==> config.mk <==
export PLATFORM = sky130hd
export DESIGN_NAME = tdm_prbs_inserter
export DESIGN_NICKNAME = d
export VERILOG_FILES = /design/src/rtl/tdm_prbs_pkg.sv /design/src/rtl/prbs_core.sv /design/src/rtl/chan_counter.sv /design/src/rtl/tdm_prbs_inserter.sv
export SDC_FILE = /design/constraint.sdc
export NUM_CORES = 1
export LEC_CHECK = 0
export ABC_AREA = 1
export BUFFER_PORTS_ARGS = -buffer_cell sky130_fd_sc_hd__buf_2
export CAP_MARGIN = 20
export CORE_ASPECT_RATIO = 0.5
export CORE_MARGIN = 4
export CORE_UTILIZATION = 40
export CTS_CLUSTER_DIAMETER = 60
export DETAILED_ROUTE_END_ITERATION = 16
export SKIP_CTS_REPAIR_TIMING = 1
export SYNTH_ARGS = -nofsm -noshare
export SYNTH_HDL_FRONTEND = slang
export SYNTH_HIERARCHICAL = 1
export SYNTH_SLANG_ARGS = --single-unit
==> constraint.sdc <==
create_clock -name clk -period 3.48 [get_ports clk]
set_clock_uncertainty 0.05 [all_clocks]
set_input_delay 0 -clock clk [delete_from_list [all_inputs] [get_ports clk]]
set_output_delay 0 -clock clk [all_outputs]
set_load 0.1 [all_outputs]
==> src/rtl/tdm_prbs_pkg.sv <==
package tdm_prbs_pkg;
    typedef enum logic [1:0] {
        ST_IDLE = 2'd0,
        ST_PASS = 2'd1,
        ST_GEN  = 2'd2
    } ch_state_t;

    localparam int          PRBS_LEN   = 15;
    localparam int          PRBS_TAP_A = 14;
    localparam int          PRBS_TAP_B = 13;
    localparam int          BASE_CHANS = 32;
    localparam logic [1:0]  SEL_CODE   = 2'b10;
endpackage

==> src/rtl/prbs_core.sv <==
module prbs_core #(
    parameter int W     = 15,
    parameter int TAP_A = 14,
    parameter int TAP_B = 13
) (
    input  logic         clk,
    input  logic         rst_n,
    input  logic         seed,
    input  logic         advance,
    output logic [W-1:0] state,
    output logic         bit_out
);
    logic [W-1:0] st_q;

    assign bit_out = st_q[TAP_A] ^ st_q[TAP_B];
    assign state   = st_q;

    always_ff @(posedge clk or negedge rst_n) begin
        if (!rst_n)       st_q <= '1;
        else if (seed)    st_q <= '1;
        else if (advance) st_q <= {st_q[W-2:0], bit_out};
    end

    // Generator never locks up in the all-zero state
    p_lfsr_nonzero_r6: assert property (@(posedge clk) disable iff (!rst_n)
        |st_q);
endmodule

==> src/rtl/chan_counter.sv <==
module chan_counter #(
    parameter int CNT_W      = 8,
    parameter int BASE_CHANS = 32
) (
    input  logic             clk,
    input  logic             rst_n,
    input  logic             strobe,
    input  logic             frame_sync,
    input  logic [1:0]       rate_sel,
    output logic [CNT_W-1:0] chan_num
);
    logic [CNT_W-1:0] last_chan;
    logic [CNT_W-1:0] cnt_q;

    always_comb begin
        last_chan = CNT_W'((BASE_CHANS << rate_sel) - 1);
    end

    always_ff @(posedge clk or negedge rst_n) begin
        if (!rst_n) begin
            cnt_q <= '0;
        end else if (strobe) begin
            if (frame_sync || cnt_q >= last_chan) cnt_q <= '0;
            else                                  cnt_q <= cnt_q + 1'b1;
        end
    end

    assign chan_num = cnt_q;

    // After a strobe the channel index lies inside the frame
    p_chan_in_frame_r8: assert property (@(posedge clk) disable iff (!rst_n)
        strobe |=> (cnt_q <= $past(last_chan)));
endmodule

==> src/rtl/tdm_prbs_inserter.sv <==
module tdm_prbs_inserter
    import tdm_prbs_pkg::*;
#(
    parameter int BYTE_W = 8,
    parameter int CNT_W  = 8
) (
    input  logic              clk,
    input  logic              rst_n,
    input  logic              tx_enable,
    input  logic [1:0]        rate_sel,
    input  logic              frame_sync,
    input  logic              chan_strobe,
    input  logic              cm_msg_mode,
    input  logic [1:0]        cm_ctrl,
    input  logic [BYTE_W-1:0] sw_byte,
    output logic              ser_out,
    output logic              ser_is_prbs,
    output logic [BYTE_W-1:0] out_byte,
    output logic              out_valid,
    output logic              out_prbs,
    output logic [CNT_W-1:0]  chan_num
);
    localparam int              BIT_W    = $clog2(BYTE_W);
    localparam logic [BIT_W-1:0] LAST_BIT = BIT_W'(BYTE_W - 1);

    ch_state_t               state_q, state_d;
    logic [BIT_W-1:0]        bit_cnt_q;
    logic [BYTE_W-1:0]       pass_q;
    logic [BYTE_W-2:0]       acc_q;
    logic                    chan_sel;
    logic                    chan_done;
    logic [PRBS_LEN-1:0]     gen_state;
    logic                    gen_bit;

    assign chan_sel  = tx_enable && cm_msg_mode && (cm_ctrl == SEL_CODE);
    assign chan_done = (state_q != ST_IDLE) && (bit_cnt_q == LAST_BIT);

    prbs_core #(
        .W     (PRBS_LEN),
        .TAP_A (PRBS_TAP_A),
        .TAP_B (PRBS_TAP_B)
    ) u_gen (
        .clk     (clk),
        .rst_n   (rst_n),
        .seed    (!tx_enable),
        .advance (state_q == ST_GEN),
        .state   (gen_state),
        .bit_out (gen_bit)
    );

    chan_counter #(
        .CNT_W      (CNT_W),
        .BASE_CHANS (BASE_CHANS)
    ) u_cnt (
        .clk        (clk),
        .rst_n      (rst_n),
        .strobe     (chan_strobe),
        .frame_sync (frame_sync),
        .rate_sel   (rate_sel),
        .chan_num   (chan_num)
    );

    // Next-state logic
    always_comb begin
        state_d = state_q;
        unique case (state_q)
            ST_IDLE: begin
                if (chan_strobe) state_d = chan_sel ? ST_GEN : ST_PASS;
            end
            ST_PASS, ST_GEN: begin
                if (chan_strobe)    state_d = chan_sel ? ST_GEN : ST_PASS;
                else if (chan_done) state_d = ST_IDLE;
            end
            default: state_d = ST_IDLE;
        endcase
    end

    // State register
    always_ff @(posedge clk or negedge rst_n) begin
        if (!rst_n) state_q <= ST_IDLE;
        else        state_q <= state_d;
    end

    // Serial output per state
    always_comb begin
        ser_out     = 1'b0;
        ser_is_prbs = 1'b0;
        unique case (state_q)
            ST_IDLE: ser_out = 1'b0;
            ST_PASS: ser_out = pass_q[LAST_BIT - bit_cnt_q];
            ST_GEN: begin
                ser_out     = gen_bit;
                ser_is_prbs = 1'b1;
            end
            default: ser_out = 1'b0;
        endcase
    end

    // Bit counter, byte capture and byte assembly
    always_ff @(posedge clk or negedge rst_n) begin
        if (!rst_n) begin
            bit_cnt_q <= '0;
            pass_q    <= '0;
            acc_q     <= '0;
            out_byte  <= '0;
            out_valid <= 1'b0;
            out_prbs  <= 1'b0;
        end else begin
            out_valid <= chan_done;
            if (chan_done) begin
                out_byte <= {acc_q, ser_out};
                out_prbs <= (state_q == ST_GEN);
            end
            if (state_q != ST_IDLE) acc_q <= {acc_q[BYTE_W-3:0], ser_out};
            if (chan_strobe) begin
                bit_cnt_q <= '0;
                pass_q    <= sw_byte;
            end else if (state_q != ST_IDLE) begin
                bit_cnt_q <= bit_cnt_q + 1'b1;
            end
        end
    end

    // Generator is reseeded to all ones whenever disabled
    p_seed_when_off_r4: assert property (@(posedge clk) disable iff (!rst_n)
        !tx_enable |=> (&gen_state));

    // Generator holds outside pattern bits
    p_hold_outside_r5: assert property (@(posedge clk) disable iff (!rst_n)
        (state_q != ST_GEN) && tx_enable |=> $stable(gen_state));

    // Byte strobe lasts one cycle and follows an active channel
    p_valid_pulse_r7: assert property (@(posedge clk) disable iff (!rst_n)
        out_valid |=> !out_valid);
    p_valid_after_bits_r7: assert property (@(posedge clk) disable iff (!rst_n)
        out_valid |-> $past(state_q != ST_IDLE));

    // Pattern marker only comes from an enabled generator state
    p_prbs_needs_gen_r2: assert property (@(posedge clk) disable iff (!rst_n)
        ser_is_prbs |-> (state_q == ST_GEN));
endmodule

# Yosys cells after proc, flatten, opt, wreduce, memory -nomap -nowiden
# Cells that the tools add are included.
[word_totals]
reg_bits = 53
input_bits = 18
output_inout_bits = 20
[op_classes]
n_addsub = 4
magnitude_cmp = 2
eq_ne = 7
n_shift = 1
muxes = 14
bitwise = 1
n_reduce_logical = 9
[ops]
columns = ["op", "n"]
rows = [
  ["15-bit two-way mux", 2],
  ["8-bit by 1-bit adder with 8-bit output, second input constant", 1],
  ["8-bit greater-or-equal comparator", 1],
  ["2-bit two-way mux", 4],
  ["8-bit two-way mux", 1],
  ["6-bit by 2-bit << shifter with 8-bit output, first input constant", 1],
  ["8-bit by 2-bit subtractor with 8-bit output, second input constant", 1],
  ["3-bit two-way mux", 2],
  ["2-bit == test, second input constant", 2],
  ["3-bit by 4-bit < comparator with 1-bit output, second input constant", 1],
  ["2-bit one-hot mux with 2 select lines", 1],
  ["2-bit nonzero test", 2],
  ["3-bit by 1-bit adder with 3-bit output, second input constant", 1],
  ["1-bit binary-select mux with 3-bit select", 1],
  ["3-bit == test, second input constant", 1],
  ["1-bit logical AND", 3],
  ["3-bit != test, second input constant", 1],
  ["3-bit subtractor, first input constant", 1],
  ["2-bit by 1-bit == test with 1-bit output, second input constant", 1],
  ["2-bit logical NOT", 1],
  ["1-bit two-way mux", 2],
  ["2-bit by 1-bit != test with 1-bit output, second input constant", 1],
  ["2-bit != test, second input constant", 1],
  ["1-bit one-hot mux with 2 select lines", 1],
  ["other kinds (4)", 4],
]

# Logic depth before layout (Yosys ltp)
[depth]
ltp_word = 5
mapped_depth = 9
ltp_nobuf = 9

# By module
# The synthesis kept the hierarchy.
[modules_own_cells]
columns = ["module", "n_inst", "cells_per_inst", "area_each_um2"]
rows = [
  ["tdm_prbs_inserter", 1, 151, 1356.3],
  ["prbs_core", 1, 69, 666.9],
  ["chan_counter", 1, 67, 498.0],
]

# Worst setup path after synthesis
# Ideal clock, no wire load.
[synth_timing]
path_kind = "register -> output"
from = "register state_q[0]"
to = "output port ser_out"
arrival_time_ns = 3.030
t_required_ns = 3.430
path_slack_ns = 0.400
stages_incl_launch_ff = 5
path_cell_list = "dfrtp_1 inv_1 ha_1 nand2_1 a21boi_1"
[synth_between]
elab_chain_cells = 2
word_cells_on_any_way = 3
cone_classes = "eq/ne (2); mux (1)"
[synth_lines]
columns = ["element", "line", "rtl"]
rows = [
  ["start: declaration", "tdm_prbs_inserter.sv:26", "ch_state_t state_q, state_d;"],
  ["start signal: assignment", "tdm_prbs_inserter.sv:81", "else state_q <= state_d;"],
  ["2-bit == test or 2-bit by 1-bit == test with 1-bit output (tied branches)", "tdm_prbs_inserter.sv:88", "unique case (state_q)"],
  ["1-bit one-hot mux with 2 select lines (*)", "tdm_prbs_inserter.sv:88", ""],
  ["end: declaration", "tdm_prbs_inserter.sv:16", "output logic ser_out,"],
]
# Every way passes the cells marked *; elsewhere a longest branch is shown, timed or not.

# Worst setup path in the final report
# Ends and elaborated chain as after synthesis.

==> reports/qor.yml <==
drt:
  route.antenna.remaining_nets: 0
  total_number_of_vias: 1888
  detail_route.iter0.violations: 46
  wirelength_mm: 4.77
  detail_route.vias_per_cell: 4.45
  post-route-drc-count: 0
  firstDrtPassIters: 4
  wl_per_cell_um: 11.2
floorplan:
  design.die.area_um2: 7710
  core-area_um2: 6080
  rows: 20
  start_util_pct: 41.5
  die_w_um: 120
  io_pins: 38
  fp.dieH_um: 64.1
placement:
  routabilityCongestion: 0.825
  port_buffers: 37
  post-dp-hpwl_mm: 3.36
cts:
  number_of_buffers_on_the_longest_clock_path: 2
  cts_made_buffers: 5
  clock_latency_ps: 290
  cts.sinks: 53
  clk_pin_slew_worst_paths_ps: 70
  clock_tree_from_tritoncts: "done"
  cts.root.buffer_cell: "sky130_fd_sc_hd__clkbuf_16"
  htree_num_levels: 2
worst_setup_path:
  crit_fanout: 23
  crit_path_end_kind: "output port"
  startpoint_type: "register"
  r2r_cells: 7
  path_class: "register to output port"
  crit_arrival_ps: 1930
  required_ps: 3430
logic_synthesis:
  mappedNetlistNets: 315
  yosysMostFrequentCell: "sky130_fd_sc_hd__nand2_1"
  synth_sequential_area_ratio_pct: 53.3
  synth-edff-count: 0
  yosys.area.top_type: "sky130_fd_sc_hd__dfrtp_1"
  synth-seq-cells: 53
  synth_ff_type: "sky130_fd_sc_hd__dfrtp_1"
  async_flop_share_pct: 100
  synth_commonest_cells: "74 x sky130_fd_sc_hd__nand2_1, 40 x sky130_fd_sc_hd__inv_1, 38 x sky130_fd_sc_hd__dfrtp_1, 21 x sky130_fd_sc_hd__o21ai_0"
  yosys.area.top_type_share_pct: 37.7
  synthCells: 287
  synth_top_cells_by_area: "sky130_fd_sc_hd__dfrtp_1 38%, sky130_fd_sc_hd__dfstp_2 16%, sky130_fd_sc_hd__nand2_1 11%, sky130_fd_sc_hd__inv_1 6.0%, sky130_fd_sc_hd__ha_1 5.0%"
  synth_area_per_cell_um2: 8.78
  yosys_warnings: 6
  synthDistinctLibCells: 27
  synthesis.area_um2: 2520
final_layout:
  synthToLayoutAreaGrowth_pct: 20.0
  area_used_by_multi_input_combinational_logic_um2: 958
  final_layout_size_suffix_gt1_share_pct: 24.4
  post-route-util_pct: 49.8
  diodes: 0
  fill_cells: 592
  regArea_um2: 1350
  final_nets: 363
grt:
  global_route.overflow_total: 0
  antenna_found_initial: 0
  grt_start_max_net_pins: 30
  grt_pass1_wl_mm: 8.54
  grt_pass1_vias: 1899
  grt.total_usage_pct: 13.7
run:
  maxCapViolCount: 0
timing:
  fin_crit_ps: 1980
  timing.slew.headroom_pct: 61.9
  rsz_0062_raised_after_global_routing: "false"
  hold_viol_final: 1
  timing.final.max_slew_violations: 0
  max_freq_mhz: 506
  worst_hold_slack_ps: -0.894
  setup_tns_ps: 0
  worst-slew-pin-transition_ps: 571
  final_min_period_over_clock_period_pct: 56.8
  setup_viol: 0
pwr:
  ir_drop_mv: 0.240
  power_per_cell_area_nw_per_um2: 555
  p_leak_nw: 1.53
outcome:
  violations: "hold timing"
  outcome: "finished, violations left"
worst_hold_path:
  min_path_type: "primary input to register"
  holdPathStages: 4
[cell type report]
type | count | share of cell area (%)
sequential | 53 | 44.4
inverter | 44 | 5.46
clock buffer | 7 | 5.04
multi-input combinational | 183 | 31.7
clock inverter | 1 | 0.165
tap | 88 | 3.64
timing repair buffer | 48 | 9.59
[cell usage in the layout (no fill, tap or decap)]
master,count
sky130_fd_sc_hd__a31oi_1,1
sky130_fd_sc_hd__dfstp_2,15
sky130_fd_sc_hd__nand3_1,14
sky130_fd_sc_hd__nand2_2,4
sky130_fd_sc_hd__clkinv_2,1
sky130_fd_sc_hd__or2_0,1
sky130_fd_sc_hd__dfrtp_1,38
sky130_fd_sc_hd__dlygate4sd3_1,9
sky130_fd_sc_hd__a21boi_1,1
sky130_fd_sc_hd__o211ai_1,1
sky130_fd_sc_hd__buf_2,37
sky130_fd_sc_hd__buf_4,2
sky130_fd_sc_hd__clkbuf_16,5
sky130_fd_sc_hd__a21oi_2,4
sky130_fd_sc_hd__nand2_1,74
sky130_fd_sc_hd__xor2_1,5
sky130_fd_sc_hd__nand3_2,5
sky130_fd_sc_hd__inv_2,4
sky130_fd_sc_hd__clkbuf_8,2
sky130_fd_sc_hd__nor2_2,3
sky130_fd_sc_hd__o21ai_0,21
sky130_fd_sc_hd__inv_1,40
sky130_fd_sc_hd__ha_1,10
sky130_fd_sc_hd__o22ai_1,2
sky130_fd_sc_hd__and2_1,1
sky130_fd_sc_hd__nor2_1,15
sky130_fd_sc_hd__a21oi_1,7
sky130_fd_sc_hd__o21ai_1,14
[critical path, cell delays in order, from the launching register on]
cell                       delay (ps)
sky130_fd_sc_hd__dfrtp_1          410
sky130_fd_sc_hd__inv_1            110
sky130_fd_sc_hd__ha_1             150
sky130_fd_sc_hd__buf_4            260
sky130_fd_sc_hd__nand2_1          120
sky130_fd_sc_hd__a21boi_1         150
sky130_fd_sc_hd__buf_2            440
[cells by family (layout without fill, tap and decap cells)]
family	Yosys count	count (layout)	share of synthesized area, %
simple gates	117	117	20.2
fa+ha+maj	10	10	4.96
compound gates	51	51	11.1
buf+inv	51	100	8.63
flops	53	53	53.3
xor+xnor	5	5	1.74
[metrics by stage]
step | area, um2 | power [mW] | worst slack (ps) | cells
after floorplan | 2520 | 1.08 | 400 | 287
after global placement | 2780 | 1.16 | 1750 | 407
after detailed placement | 2780 | 1.17 | 1650 | 407
after CTS | 2940 | 1.70 | 1470 | 415
after global routing | 3030 | 1.79 | 1390 | 424
final | 3030 | 1.68 | 1500 | 424
[per-layer routing]
metal  share of wire [%]  up-vias  track usage (%)
li1                    -      993                -
met1                  50      868             17.5
met2                  47       25             23.1
met3                 3.3        2             3.54
met4                0.44        0             3.81
met5                   0        -                0
[flip-flops by register name, summed over array words and instances, names as in the netlist]
register / flops
out_byte: 8
bit_cnt_q: 3
out_prbs: 1
out_valid: 1
state_q: 2
u_gen/state: 15
u_cnt/chan_num: 8
acc_q: 7
pass_q: 8
[power by group]
part / internal [mW] / switching, mW / total (mW)
combinational: 0.121 / 0.295 / 0.416
clock: 0.305 / 0.211 / 0.516
sequential: 0.698 / 0.0518 / 0.749
[worst paths after layout]
| check | slack (ps) | to | from |
|---|---|---|---|
| min in group asynchronous | 190 | out_prbs | rst_n |
| max in group asynchronous | 2360 | u_gen/state[1] | rst_n |
| setup reg to reg | 1650 | out_byte[0] | state_q[1] |
| setup / recovery | 1500 | ser_out | state_q[0] |
| hold reg to reg | 430 | out_byte[7] | acc_q[6] |
| hold / removal | -0.9 | state_q[1] | cm_ctrl[0] |
Power figures use the tool's default switching activity.
